<file path="src/rtl/flagu_pkg.sv">
package flagu_pkg;

    localparam int WORD_W  = 16;
    localparam int MASK_W  = 8;
    localparam int OP_W    = 8;
    localparam int NAMED_N = 11;
    localparam int ALU_N   = 4;
    localparam int H_POS   = 11;
    localparam int Z_POS   = 0;
    localparam int C_POS   = 2;
    localparam int RSVD_W  = WORD_W - H_POS - 1;

    localparam logic [OP_W-1:0] OP_SET_BASE  = 8'hA0;
    localparam logic [OP_W-1:0] OP_CLR_BASE  = OP_SET_BASE + OP_W'(NAMED_N);
    localparam logic [OP_W-1:0] OP_OR_MASK   = OP_CLR_BASE + OP_W'(NAMED_N);
    localparam logic [OP_W-1:0] OP_ANDN_MASK = OP_OR_MASK + 8'd1;
    localparam logic [OP_W-1:0] OP_TEST_MASK = OP_OR_MASK + 8'd2;
    localparam logic [OP_W-1:0] OP_HALT      = 8'hFF;
    localparam logic [OP_W-1:0] OP_PUSH      = 8'h0F;
    localparam logic [OP_W-1:0] OP_POP       = 8'h10;

    typedef struct packed {
        logic [RSVD_W-1:0] rsvd;
        logic h;
        logic s;
        logic i;
        logic d;
        logic u;
        logic b;
        logic f;
        logic e;
        logic v;
        logic c;
        logic n;
        logic z;
    } flag_word_t;

    typedef struct packed {
        logic [WORD_W-1:0] set_vec;
        logic [WORD_W-1:0] clr_vec;
        logic              or_en;
        logic              andn_en;
        logic              test_en;
        logic              pop_en;
        logic              push_en;
        logic              owns;
    } flagu_ctl_t;

endpackage

</file>
<file path="src/rtl/flagu_decode.sv">
module flagu_decode
    import flagu_pkg::*;
(
    input  logic             op_valid,
    input  logic [OP_W-1:0]  op_code,
    output flagu_ctl_t       ctl
);

    logic [WORD_W-1:0] set_v;
    logic [WORD_W-1:0] clr_v;

    // one set and one clear decoder per named flag
    for (genvar k = 0; k < NAMED_N; k++) begin : g_named
        assign set_v[k] = op_valid && (op_code == OP_SET_BASE + OP_W'(k));
        assign clr_v[k] = op_valid && (op_code == OP_CLR_BASE + OP_W'(k));
    end

    // halt and reserved bits have no named set or clear pair
    for (genvar k = NAMED_N; k < WORD_W; k++) begin : g_upper
        if (k == H_POS) begin : g_halt
            assign set_v[k] = op_valid && (op_code == OP_HALT);
        end else begin : g_rsvd
            assign set_v[k] = 1'b0;
        end
        assign clr_v[k] = 1'b0;
    end

    always_comb begin
        ctl.set_vec = set_v;
        ctl.clr_vec = clr_v;
        ctl.or_en   = op_valid && (op_code == OP_OR_MASK);
        ctl.andn_en = op_valid && (op_code == OP_ANDN_MASK);
        ctl.test_en = op_valid && (op_code == OP_TEST_MASK);
        ctl.pop_en  = op_valid && (op_code == OP_POP);
        ctl.push_en = op_valid && (op_code == OP_PUSH);
        ctl.owns    = (|set_v) || (|clr_v) || ctl.or_en || ctl.andn_en
                      || ctl.test_en || ctl.pop_en;
    end

endmodule

</file>
<file path="src/rtl/flagu_maskop.sv">
module flagu_maskop
    import flagu_pkg::*;
(
    input  logic [MASK_W-1:0] cur_low,
    input  logic [MASK_W-1:0] mask,
    input  logic              or_en,
    input  logic              andn_en,
    input  logic              test_en,
    output logic [MASK_W-1:0] new_low
);

    logic [MASK_W-1:0] overlap;

    always_comb begin
        overlap = cur_low & mask;
        new_low = cur_low;
        if (or_en) begin
            new_low = cur_low | mask;
        end else if (andn_en) begin
            new_low = cur_low & ~mask;
        end else if (test_en) begin
            new_low[Z_POS] = ~|overlap;
            new_low[C_POS] = |overlap;
        end
    end

endmodule

</file>
<file path="src/rtl/cpu_flag_unit.sv">
module cpu_flag_unit
    import flagu_pkg::*;
(
    input  logic              clk,
    input  logic              rst_n,
    input  logic              op_valid,
    input  logic [OP_W-1:0]   op_code,
    input  logic [MASK_W-1:0] op_mask,
    input  logic [ALU_N-1:0]  alu_we,
    input  logic [ALU_N-1:0]  alu_flags,
    input  logic [WORD_W-1:0] pop_data,
    output logic              push_stb,
    output logic [WORD_W-1:0] push_data,
    output logic [WORD_W-1:0] flags_q,
    output logic              dbg_en,
    output logic              irq_en,
    output logic              snd_irq_en,
    output logic              halt
);

    flagu_ctl_t        ctl;
    flag_word_t        word_d;
    flag_word_t        word_q;
    logic [MASK_W-1:0] low_masked;

    flagu_decode u_decode (
        .op_valid (op_valid),
        .op_code  (op_code),
        .ctl      (ctl)
    );

    flagu_maskop u_maskop (
        .cur_low  (word_q[MASK_W-1:0]),
        .mask     (op_mask),
        .or_en    (ctl.or_en),
        .andn_en  (ctl.andn_en),
        .test_en  (ctl.test_en),
        .new_low  (low_masked)
    );

    always_comb begin
        word_d = word_q;
        if (ctl.owns) begin
            // flag instructions win over the arithmetic path
            word_d = flag_word_t'((word_q | ctl.set_vec) & ~ctl.clr_vec);
            if (ctl.or_en || ctl.andn_en || ctl.test_en) begin
                word_d[MASK_W-1:0] = low_masked;
            end
            if (ctl.pop_en) begin
                word_d   = flag_word_t'(pop_data);
                word_d.h = word_q.h;
            end
        end else begin
            for (int j = 0; j < ALU_N; j++) begin
                if (alu_we[j]) begin
                    word_d[j] = alu_flags[j];
                end
            end
        end
        word_d.rsvd = '0;
    end

    always_ff @(posedge clk or negedge rst_n) begin
        if (!rst_n) begin
            word_q <= '0;
        end else begin
            word_q <= word_d;
        end
    end

    assign flags_q    = word_q;
    assign push_data  = word_q;
    assign push_stb   = ctl.push_en;
    assign dbg_en     = word_q.d;
    assign irq_en     = word_q.i;
    assign snd_irq_en = word_q.s;
    assign halt       = word_q.h;

endmodule

</file>
<file path="config.mk">
export PLATFORM = sky130hd
export DESIGN_NAME = cpu_flag_unit
export DESIGN_NICKNAME = d
export VERILOG_FILES = /design/src/rtl/flagu_pkg.sv /design/src/rtl/flagu_decode.sv /design/src/rtl/flagu_maskop.sv /design/src/rtl/cpu_flag_unit.sv
export SDC_FILE = /design/constraint.sdc
export NUM_CORES = 1
export LEC_CHECK = 0
export ABC_AREA = 1
export CAP_MARGIN = 20
export CORE_MARGIN = 5
export CORE_UTILIZATION = 30
export DETAILED_ROUTE_END_ITERATION = 8
export SLEW_MARGIN = 5
export SYNTH_ARGS = -nofsm -noshare
export SYNTH_HDL_FRONTEND = slang
export SYNTH_SLANG_ARGS = --single-unit
</file>
<file path="constraint.sdc">
create_clock -name clk -period 2.6 [get_ports clk]
set_input_delay 0.52 -clock clk [delete_from_list [all_inputs] [get_ports clk]]
set_output_delay 0.52 -clock clk [all_outputs]
set_load 0.02 [all_outputs]
</file>
==> Word-level counts from Yosys, hierarchy flattened <==
Cells that the tools add are included.
W data, S select, Z words.
{ "word_totals": {"reg_bits": 12, "input_bits": 43, "wordCells": 114} }
{ "op_classes": {"n_eq_ne": 31, "mux": 14, "bitwise": 8, "n_reduce_logical": 49} }
{ "ops": {"columns": ["op", "n"], "rows": [
  ["$eq A8 B8 Y1 const B", 26],
  ["$logic_and A1 B1 Y1", 28],
  ["$and A8 B8 Y8", 2],
  ["$mux W8", 2],
  ["$and A12 B12 Y12", 1],
  ["$not A11 Y12", 1],
  ["$or A12 B12 Y12", 1],
  ["$reduce_and A2 Y1", 6],
  ["$reduce_or A12 Y1", 1],
  ["$mux W11", 1],
  ["$reduce_or A11 Y1", 1],
  ["$mux W1", 9],
  ["$eq A8 B4 Y1 const B", 1],
  ["$eq A8 B5 Y1 const B", 1],
  ["$not A8 Y8", 1],
  ["$or A8 B8 Y8", 1],
  ["$reduce_bool A2 Y1", 4],
  ["$reduce_or A8 Y1", 1],
  ["$logic_or A1 B1 Y1", 7],
  ["$ne A6 B3 Y1 const B", 1],
  ["$mux W5", 1],
  ["$ne A5 B3 Y1 const B", 1],
  ["$mux W4", 1],
  ["$ne A4 B2 Y1 const B", 1],
  ["other kinds (2)", 2]
]} }

==> Longest topological paths before layout <==
Gate-level depths: netlist of run 1.
{ "logic_depth": {"depth_word": 10, "depth_mapped": 16} }

==> Cells and area by module <==
Synthesis of run 1 repeated with hierarchy kept, for this count alone.
{ "unflattened": {"hier_cells": 329, "hier_area_um2": 1869.3} }
{ "by_module_without_submodules": {"columns": ["module", "instances", "cells_per_inst", "area_each_um2", "seq_area_each_um2"], "rows": [
  ["cpu_flag_unit", 1, 145, 993.5, 300.3],
  ["flagu_decode", 1, 134, 659.4, 0.0],
  ["flagu_maskop", 1, 50, 216.5, 0.0]
]} }

==> Least setup slack after synthesis of run 1 <==
OpenSTA, ideal clock, no wires.
{ "synth_timing": {"path_type": "input -> register", "from": "in op_valid", "to": "reg word_q, in the netlist flags_q[0]", "arrival_time_ns": 1.749, "t_required_ns": 2.483, "path_slack_ns": 0.734, "stages": 13, "path_buffers": 1, "path_cell_list": "buf_6 nand3_1 inv_1 nand3_2 nand2_4 nor2_8 nand2_4 nor2_4 nand3_4 nor2_2 inv_1 nand2_1 nand2_1"} }
{ "synth_between": {"elab_chain_len": 9, "elab_cells_between_ends": 47, "cone_classes": "eq/ne (1); mux (5); bitwise (3); reduce/logical (38)"} }
{ "synth_rtl": {"columns": ["item", "line_no", "text"], "rows": [
  ["start, declared", "cpu_flag_unit.sv:6", "input logic op_valid,"],
  ["$logic_and A1 B1 Y1 (on tied branches)", "flagu_decode.sv:14, flagu_decode.sv:15, flagu_decode.sv:21", null],
  ["$reduce_or A12 Y1 or $reduce_or A11 Y1 (tied branches)", "flagu_decode.sv:36", "ctl.owns = (|set_v) || (|clr_v) || ctl.or_en || ctl.andn_en"],
  ["$logic_or A1 B1 Y1 (3 in series)", "flagu_decode.sv:36", null],
  ["$logic_or A1 B1 Y1 (2 in series)", "flagu_decode.sv:37", "|| ctl.test_en || ctl.pop_en;"],
  ["$ne A6 B3 Y1 (no source line) or $reduce_bool A2 Y1 (tied branches)", null, null],
  ["$reduce_and A2 Y1 (no source line)", null, null],
  ["end signal, assigned", "cpu_flag_unit.sv:67", "word_q <= word_d;"],
  ["end, declared", "cpu_flag_unit.sv:23", "flag_word_t word_q;"]
]} }
Parallel ways exist; a longest one is shown, timed or not.
A chain may end at the register's enable or synchronous reset.

==> Final worst setup path of run 1 <==
{ "layout_timing": {"from": "in op_code[2]", "to": "out push_stb"} }
{ "layout_between": {"elab_chain_len": 2} }
{ "layout_rtl": {"columns": ["item", "line_no", "text"], "rows": [
  ["start, declared", "cpu_flag_unit.sv:7", "input logic [OP_W-1:0] op_code,"],
  ["$eq A8 B4 Y1", "flagu_decode.sv:35", "ctl.push_en = op_valid && (op_code == OP_PUSH);"],
  ["$logic_and A1 B1 Y1", "flagu_decode.sv:35", null],
  ["end, declared", "cpu_flag_unit.sv:12", "output logic push_stb,"]
]} }
No other way between the ends.

==> impl_metrics.env, run 1 <==
export IMPL_vias=2118
export IMPL_fp_row_count=28
export IMPL_io_buffers=66
export IMPL_fin_crit_sh=0.8965
export IMPL_ff2ff_setup_slack_ns=1.16
export IMPL_wire_per_inst_um=12.23
export IMPL_dieArea_um2=7665
export IMPL_cts_resized=1
export IMPL_drive_above_1_share=0.1841
export IMPL_reg2reg_to="flags_q[2]"
export IMPL_crit_type="input pin to output port"
export IMPL_path_clk_slew_ns=0.06
export IMPL_r2r_start="flags_q[2]"
export IMPL_hold_path_class="flip-flop to flip-flop"
export IMPL_grt_max_degree=14
export IMPL_fin_util=0.4551
export IMPL_cts_hold_buf=0
export IMPL_syn_inst=308
export IMPL_cp_start_kind="input pin"
export IMPL_reg2regPathDepth=12
export IMPL_fin_skew_ns=0.002446
export IMPL_critical_path_startpoint="op_code[2]"
export IMPL_final_nets=436
export IMPL_globalRouteTotalUtil=0.1531
export IMPL_ys_warnings_count=0
export IMPL_arrival_ns=1.81
export IMPL_antenna_found_initial=0
export IMPL_cts_buffers=3
export IMPL_p_leak_uw=0.001406
export IMPL_synth_area_um2=1804
export IMPL_dp_hpwl_um=4781
export IMPL_firstDrtPassIters=4
export IMPL_area_delta_synth_final_pct=48.47
export IMPL_cts_path_max_buffers=2
export IMPL_initial_core_util=0.3065
export IMPL_cp_num_buf_inv=2
export IMPL_ys_types=31
export IMPL_end_kind="output port"
export IMPL_clock_sinks=12
export IMPL_setup_viol=0
export IMPL_slowest_delay_ns=0.54
export IMPL_fmax_mhz=429.0
export IMPL_clk_latency_ns=0.25
export IMPL_period_needed_ns=2.331
export IMPL_slew_headroom=0.5421
export IMPL_layout_cells_non_filler=466
export IMPL_power_density_nw_per_um2=332.7
export IMPL_drc=0
export IMPL_worstMarginPinSlew_ns=0.6848
export IMPL_synth_seq_cells=12
export IMPL_antenna_cells=0
export IMPL_cp_cell_sequence="clkdlybuf4s50_1 -> nand2_1 -> nor2_1 -> and3_1 -> dlygate4sd2_1"
export IMPL_viasPerCell=4.545
export IMPL_cts_tree="yes"
export IMPL_core_area_um2=5886
export IMPL_die_h_um=87.55
export IMPL_drtIter0Drc=89
export IMPL_post_cts_buffers=0
export IMPL_grt_pass1_wl_um=9190
export IMPL_grt_ovfl_total=0
export IMPL_finalWorstSetupSlack_ns=0.2692
export IMPL_fin_worst_hold_slack_ns=0.5124
export IMPL_dp_cells=463
export IMPL_grt_pass1_vias=2023
export IMPL_cap_violations=0
export IMPL_ios=80
export IMPL_drt_wl_total_um=5697
export IMPL_cp_endpoint="push_stb"
export IMPL_worst_path_stages=5
export IMPL_cpLargestDelayFamily="buffers and inverters"
export IMPL_ant_nets=0
export IMPL_gp_congestion=0.9060
export IMPL_yosysSeqAreaShare=0.1664
export IMPL_cp_slowest_cell="clkdlybuf4s50_1"
export IMPL_cts_root_buffer="clkbuf_8"
export IMPL_status="complete, no violations"
export IMPL_dp_slack_ns=-0.008083
export IMPL_htree_levels=1
export IMPL_irDropWorstVdd_uv=193.8
export IMPL_slew_viol_final=0
export IMPL_hold_viol=0
export IMPL_die_x_um=87.55
export IMPL_crit_required_ns=2.08
export IMPL_rsz0062_at_grt="false"
export IMPL_syn_avg_cell_area_um2=5.858
export IMPL_critPathMaxFanout=4
## layer usage
metal / share of wire / track usage / vias to the layer above
li1: - / - / 1110
met1: 0.46 / 0.1999 / 935
met2: 0.46 / 0.2596 / 67
met3: 0.070 / 0.02540 / 6
met4: 0.013 / 0.04324 / 0
met5: 0 / 0 / -
## cell type report
| cell class | instances | area, um2 |
|---|---|---|
| fillers | 655 | 3207 |
| multi-input cells | 228 | 1131 |
| repair buffers | 100 | 927.1 |
| flip-flops and latches | 12 | 300.3 |
| inverters | 48 | 185.2 |
| well taps | 75 | 93.84 |
| clock buffers | 3 | 41.29 |
## synth_stat cells
master / n / area (um2)
nand2_1: 96 / 360.4
inv_1: 38 / 142.6
nand3_1: 30 / 150.1
nor2_1: 28 / 105.1
buf_4: 24 / 180.2
dfrtp_1: 12 / 300.3
o21ai_0: 12 / 60.06
a21oi_1: 8 / 40.04
inv_2: 7 / 26.28
nand4_1: 5 / 31.28
nor2_2: 5 / 31.28
nand2_2: 4 / 25.02
nand2_4: 4 / 45.04
o21ai_1: 4 / 20.02
a31oi_1: 3 / 18.77
buf_6: 3 / 33.78
nand3_2: 3 / 30.03
nor2_4: 3 / 33.78
inv_4: 2 / 12.51
nand3_4: 2 / 35.03
nor2_8: 2 / 40.04
nor3_1: 2 / 10.01
o211ai_1: 2 / 15.01
or2_2: 2 / 12.51
and3_1: 1 / 6.260
clkinv_1: 1 / 3.750
conb_1: 1 / 3.750
nor3_2: 1 / 10.01
nor4_1: 1 / 6.260
o2111ai_1: 1 / 8.760
or2_1: 1 / 6.260
## power breakdown
part	switching (uW)	internal, uW
Clock	81.8	103
Combinational	238	221
Sequential	34.2	214
Total	354	537
## cells by family (layout without fill, tap and decap cells)
kind of cell    count (synthesis)  count (layout)  synth area share
simple gates                  190             190            0.5201
flops                          12              12            0.1664
buf+inv                        75             151            0.2212
compound gates                 30              30           0.09015
other cells                     1               8          0.002078
## worst min-delay path by stage
stage	start	end	depth (start not counted)
after floorplan	rst_n	asynchronous set/reset pin	0
after global placement	halt	halt	2
after detailed placement	halt	halt	2
after CTS	halt	halt	2
after global routing	halt	halt	2
final	halt	halt	2
## worst reg2reg max path, cell delays in order (launching register included)
cell and delay [ns]:
dfrtp_1 0.46, nand2_1 0.10, o21ai_0 0.07, nor2_1 0.12, nand3_1 0.12, nand2_1 0.09
nand2_1 0.06, nand2_1 0.06, nand2_1 0.05, nand2_1 0.05, nand2_1 0.05, nor2_1 0.08
nor2_1 0.04
## layout by cell type (no fill, tap or decap)
cell / instances
nor3_1: 2
or2_1: 1
inv_2: 7
or2_2: 2
inv_4: 2
dlygate4sd2_1: 1
o21ai_1: 4
dfrtp_1: 12
a31oi_1: 3
nor2_4: 3
o211ai_1: 2
nand2_4: 4
nand3_1: 30
nor2_1: 28
nor3_2: 1
a21oi_1: 8
buf_12: 1
nand4_1: 5
buf_4: 33
clkinv_1: 1
nand3_4: 2
inv_1: 38
nand2_1: 96
nor2_8: 2
clkdlybuf4s50_1: 65
nand3_2: 3
nand2_2: 4
o2111ai_1: 1
nor2_2: 5
o21ai_0: 12
conb_1: 8
nor4_1: 1
and3_1: 1
clkbuf_8: 3
## per-stage QoR
stage | area, um2 | total power, uW | TNS (ns)
after detailed placement | 2639 | 714.8 | -0.008083
after floorplan | 1831 | 530.6 | 0
after CTS | 2679 | 907.6 | 0
final | 2679 | 891.3 | 0
after global placement | 2639 | 709.4 | 0
after global routing | 2679 | 955.3 | 0
No activity file was read; power rests on OpenSTA's default activity.
==> inputs of run 2 (changes only) <==
Settings changed: CORE_UTILIZATION 30 to 46, GPL_ROUTABILITY_DRIVEN from default to 0, PLACE_DENSITY from default to 0.87.
==> run 2 against run 1 <==
Compared with the run above:
- via count down 1.1%
- cell area shrank 8.0%
- die area down 31%
- combinational power fell by 2%
- register-to-register slack improved by 0.04 ns
- flip-flop and latch count did not move
- first-iteration DRC count unchanged
- worst setup slack better by 0.00055 ns
- clock skew grew 0.0036 ns
- sequential power about the same
- cell count decreased by 11%
- critical path type is now input pin to flip-flop
- largest power group unchanged
==> impl_metrics.env, run 2 (synthesis gave the netlist of run 1 again) <==
export IMPL_slowest_delay_ns=0.43
export IMPL_grt_pass1_vias=1865
export IMPL_layout_common_cells="96 x nand2_1, 65 x clkdlybuf4s50_1, 38 x inv_1, 30 x nand3_1, 28 x nor2_1"
export IMPL_ff2ff_setup_slack_ns=1.20
export IMPL_cpLargestDelayFamily="simple AND/OR/NAND/NOR gates"
export IMPL_dr_wl_met3_um=456
export IMPL_dp_cells=413
export IMPL_cp_start_kind="input pin"
export IMPL_arrival_ns=2.46
export IMPL_period_needed_ns=2.330
export IMPL_cp_slowest_cell="clkdlybuf4s50_1"
export IMPL_fin_worst_hold_slack_ns=0.5184
export IMPL_critPathMaxFanout=12
export IMPL_antenna_cells=0
export IMPL_final_nets=413
export IMPL_path_clk_slew_ns=0.06
export IMPL_ios=80
export IMPL_grt_max_degree=14
export IMPL_cp_num_buf_inv=4
export IMPL_cp_common_cell="nand2_1"
export IMPL_wl_met2_um=2397
export IMPL_holdPathStages=2
export IMPL_worstMarginPinSlew_ns=0.5984
export IMPL_final_common_cell="nand2_1"
export IMPL_finalSetupTns_ns=0
export IMPL_irDropWorstVdd_uv=195.5
export IMPL_wl_met1_um=2147
export IMPL_drc=0
export IMPL_crit_required_ns=2.73
export IMPL_layout_cells_non_filler=416
export IMPL_min_to="halt"
export IMPL_end_kind="flip-flop"
export IMPL_die_x_um=72.63
export IMPL_cts_tree="yes"
export IMPL_setup_viol=0
export IMPL_fin_skew_ns=0.006047
export IMPL_p_leak_uw=0.001309
export IMPL_ant_nets=0
export IMPL_cts_buffers=3
export IMPL_cp_cell_sequence="clkdlybuf4s50_1 -> buf_4 -> inv_2 -> nand2_4 -> nor2_4 -> nand3_1 -> nand2_1 -> nor2_1 -> nand2_1 -> nor2_4 -> nand3_4 -> nand2_4 -> inv_4 -> nand2_1 -> nand2_1 -> nand2_1"
export IMPL_reg2regPathDepth=12
export IMPL_clock_sinks=12
export IMPL_reg2reg_to="flags_q[2]"
export IMPL_rsz0062_at_grt="false"
export IMPL_fp_row_count=22
export IMPL_cap_violations=0
export IMPL_drtIter0Drc=89
export IMPL_power_density_nw_per_um2=356.6
export IMPL_finalPower_uw=878.6
export IMPL_dp_hpwl_um=4200
export IMPL_drt_wl_total_um=5084
export IMPL_fmax_mhz=429.1
export IMPL_initial_core_util=0.4820
export IMPL_hold_path_class="flip-flop to flip-flop"
export IMPL_status="complete, no violations"
export IMPL_grt_pass1_wl_um=8073
export IMPL_slew_viol_final=0
export IMPL_drive_above_1_share=0.1332
export IMPL_firstDrtPassIters=4
export IMPL_routed_top_layer="met4"
export IMPL_viasPerCell=5.036
export IMPL_fin_util=0.6581
export IMPL_grt_ovfl_total=0
export IMPL_fin_crit_sh=0.8963
export IMPL_wire_per_inst_um=12.22
export IMPL_crit_type="input pin to flip-flop"
export IMPL_area_delta_synth_final_pct=36.55
export IMPL_r2r_start="flags_q[0]"
export IMPL_hold_viol=0
export IMPL_vias=2095
export IMPL_cts_path_max_buffers=2
export IMPL_io_buffers=66
export IMPL_cts_root_buffer="clkbuf_8"
export IMPL_post_cts_buffers=0
export IMPL_antenna_found_initial=0
export IMPL_dieArea_um2=5274
export IMPL_core_area_um2=3744
export IMPL_slew_headroom=0.5998
export IMPL_clk_latency_ns=0.25
export IMPL_htree_levels=1
export IMPL_globalRouteTotalUtil=0.1872
export IMPL_hold_start="halt"
export IMPL_die_h_um=72.63
## run 2: cell types whose count changed in the layout (fill, tap and decap cells not counted)
cell            delta
dlygate4sd2_1      -1
buf_12             -1
dlymetal6s2s_1     +1
buf_4             -22
## run 2: tightest hold or removal path: cells and delay by family, from the launching register on
kind / cells / cell delay, ns
DFF: 1 / 0.38
buffers and inverters: 1 / 0.05
and+or+nand+nor: 1 / 0.05
## run 2: where the power goes
group	total (uW)	switching, uW	leakage, uW	internal [uW]
logic	452	237	0.00114	215
registers	248	34.3	0.000145	214
clock network	178	75.9	0.0000216	103
## run 2: how the worst max path moves through the flow
stage | startpoint | to | slack (ns) | cells past startpoint
finish | op_code[6] | flip-flop | 0.27 | 16
global route | op_code[6] | flip-flop | 0.11 | 16
CTS | op_code[3] | push_stb | 0.03 | 5
detailed placement | op_code[3] | push_stb | 0.03 | 5
global placement | op_code[3] | push_stb | 0.06 | 5
floorplan | op_valid | flags_q[0] | 0.73 | 13
## run 2: through the flow
stage,cell area [um2],setup slack (ns)
after global placement,2420,0.05579
after floorplan,1831,0.7341
after global routing,2464,0.1109
after detailed placement,2420,0.02664
final,2464,0.2697
after CTS,2461,0.02913
## run 2: repair_timing
action                     CTS  global route
hold buffers                 0             0
setup endpoints to repair    0             1
gates resized for setup      0             1
## run 2: metal layers
metal,vias up,global-route usage
met5,-,0
met4,0,0.03893
met3,15,0.03444
met2,111,0.3236
met1,908,0.2420
li1,1061,-
## run 2: cell type report
cell class,count,area [um2]
inverters,48,185.2
flip-flops and latches,12,300.3
well taps,48,60.06
fillers,371,1280
repair buffers,77,745.7
clock buffers,3,41.29
multi-input cells,228,1131
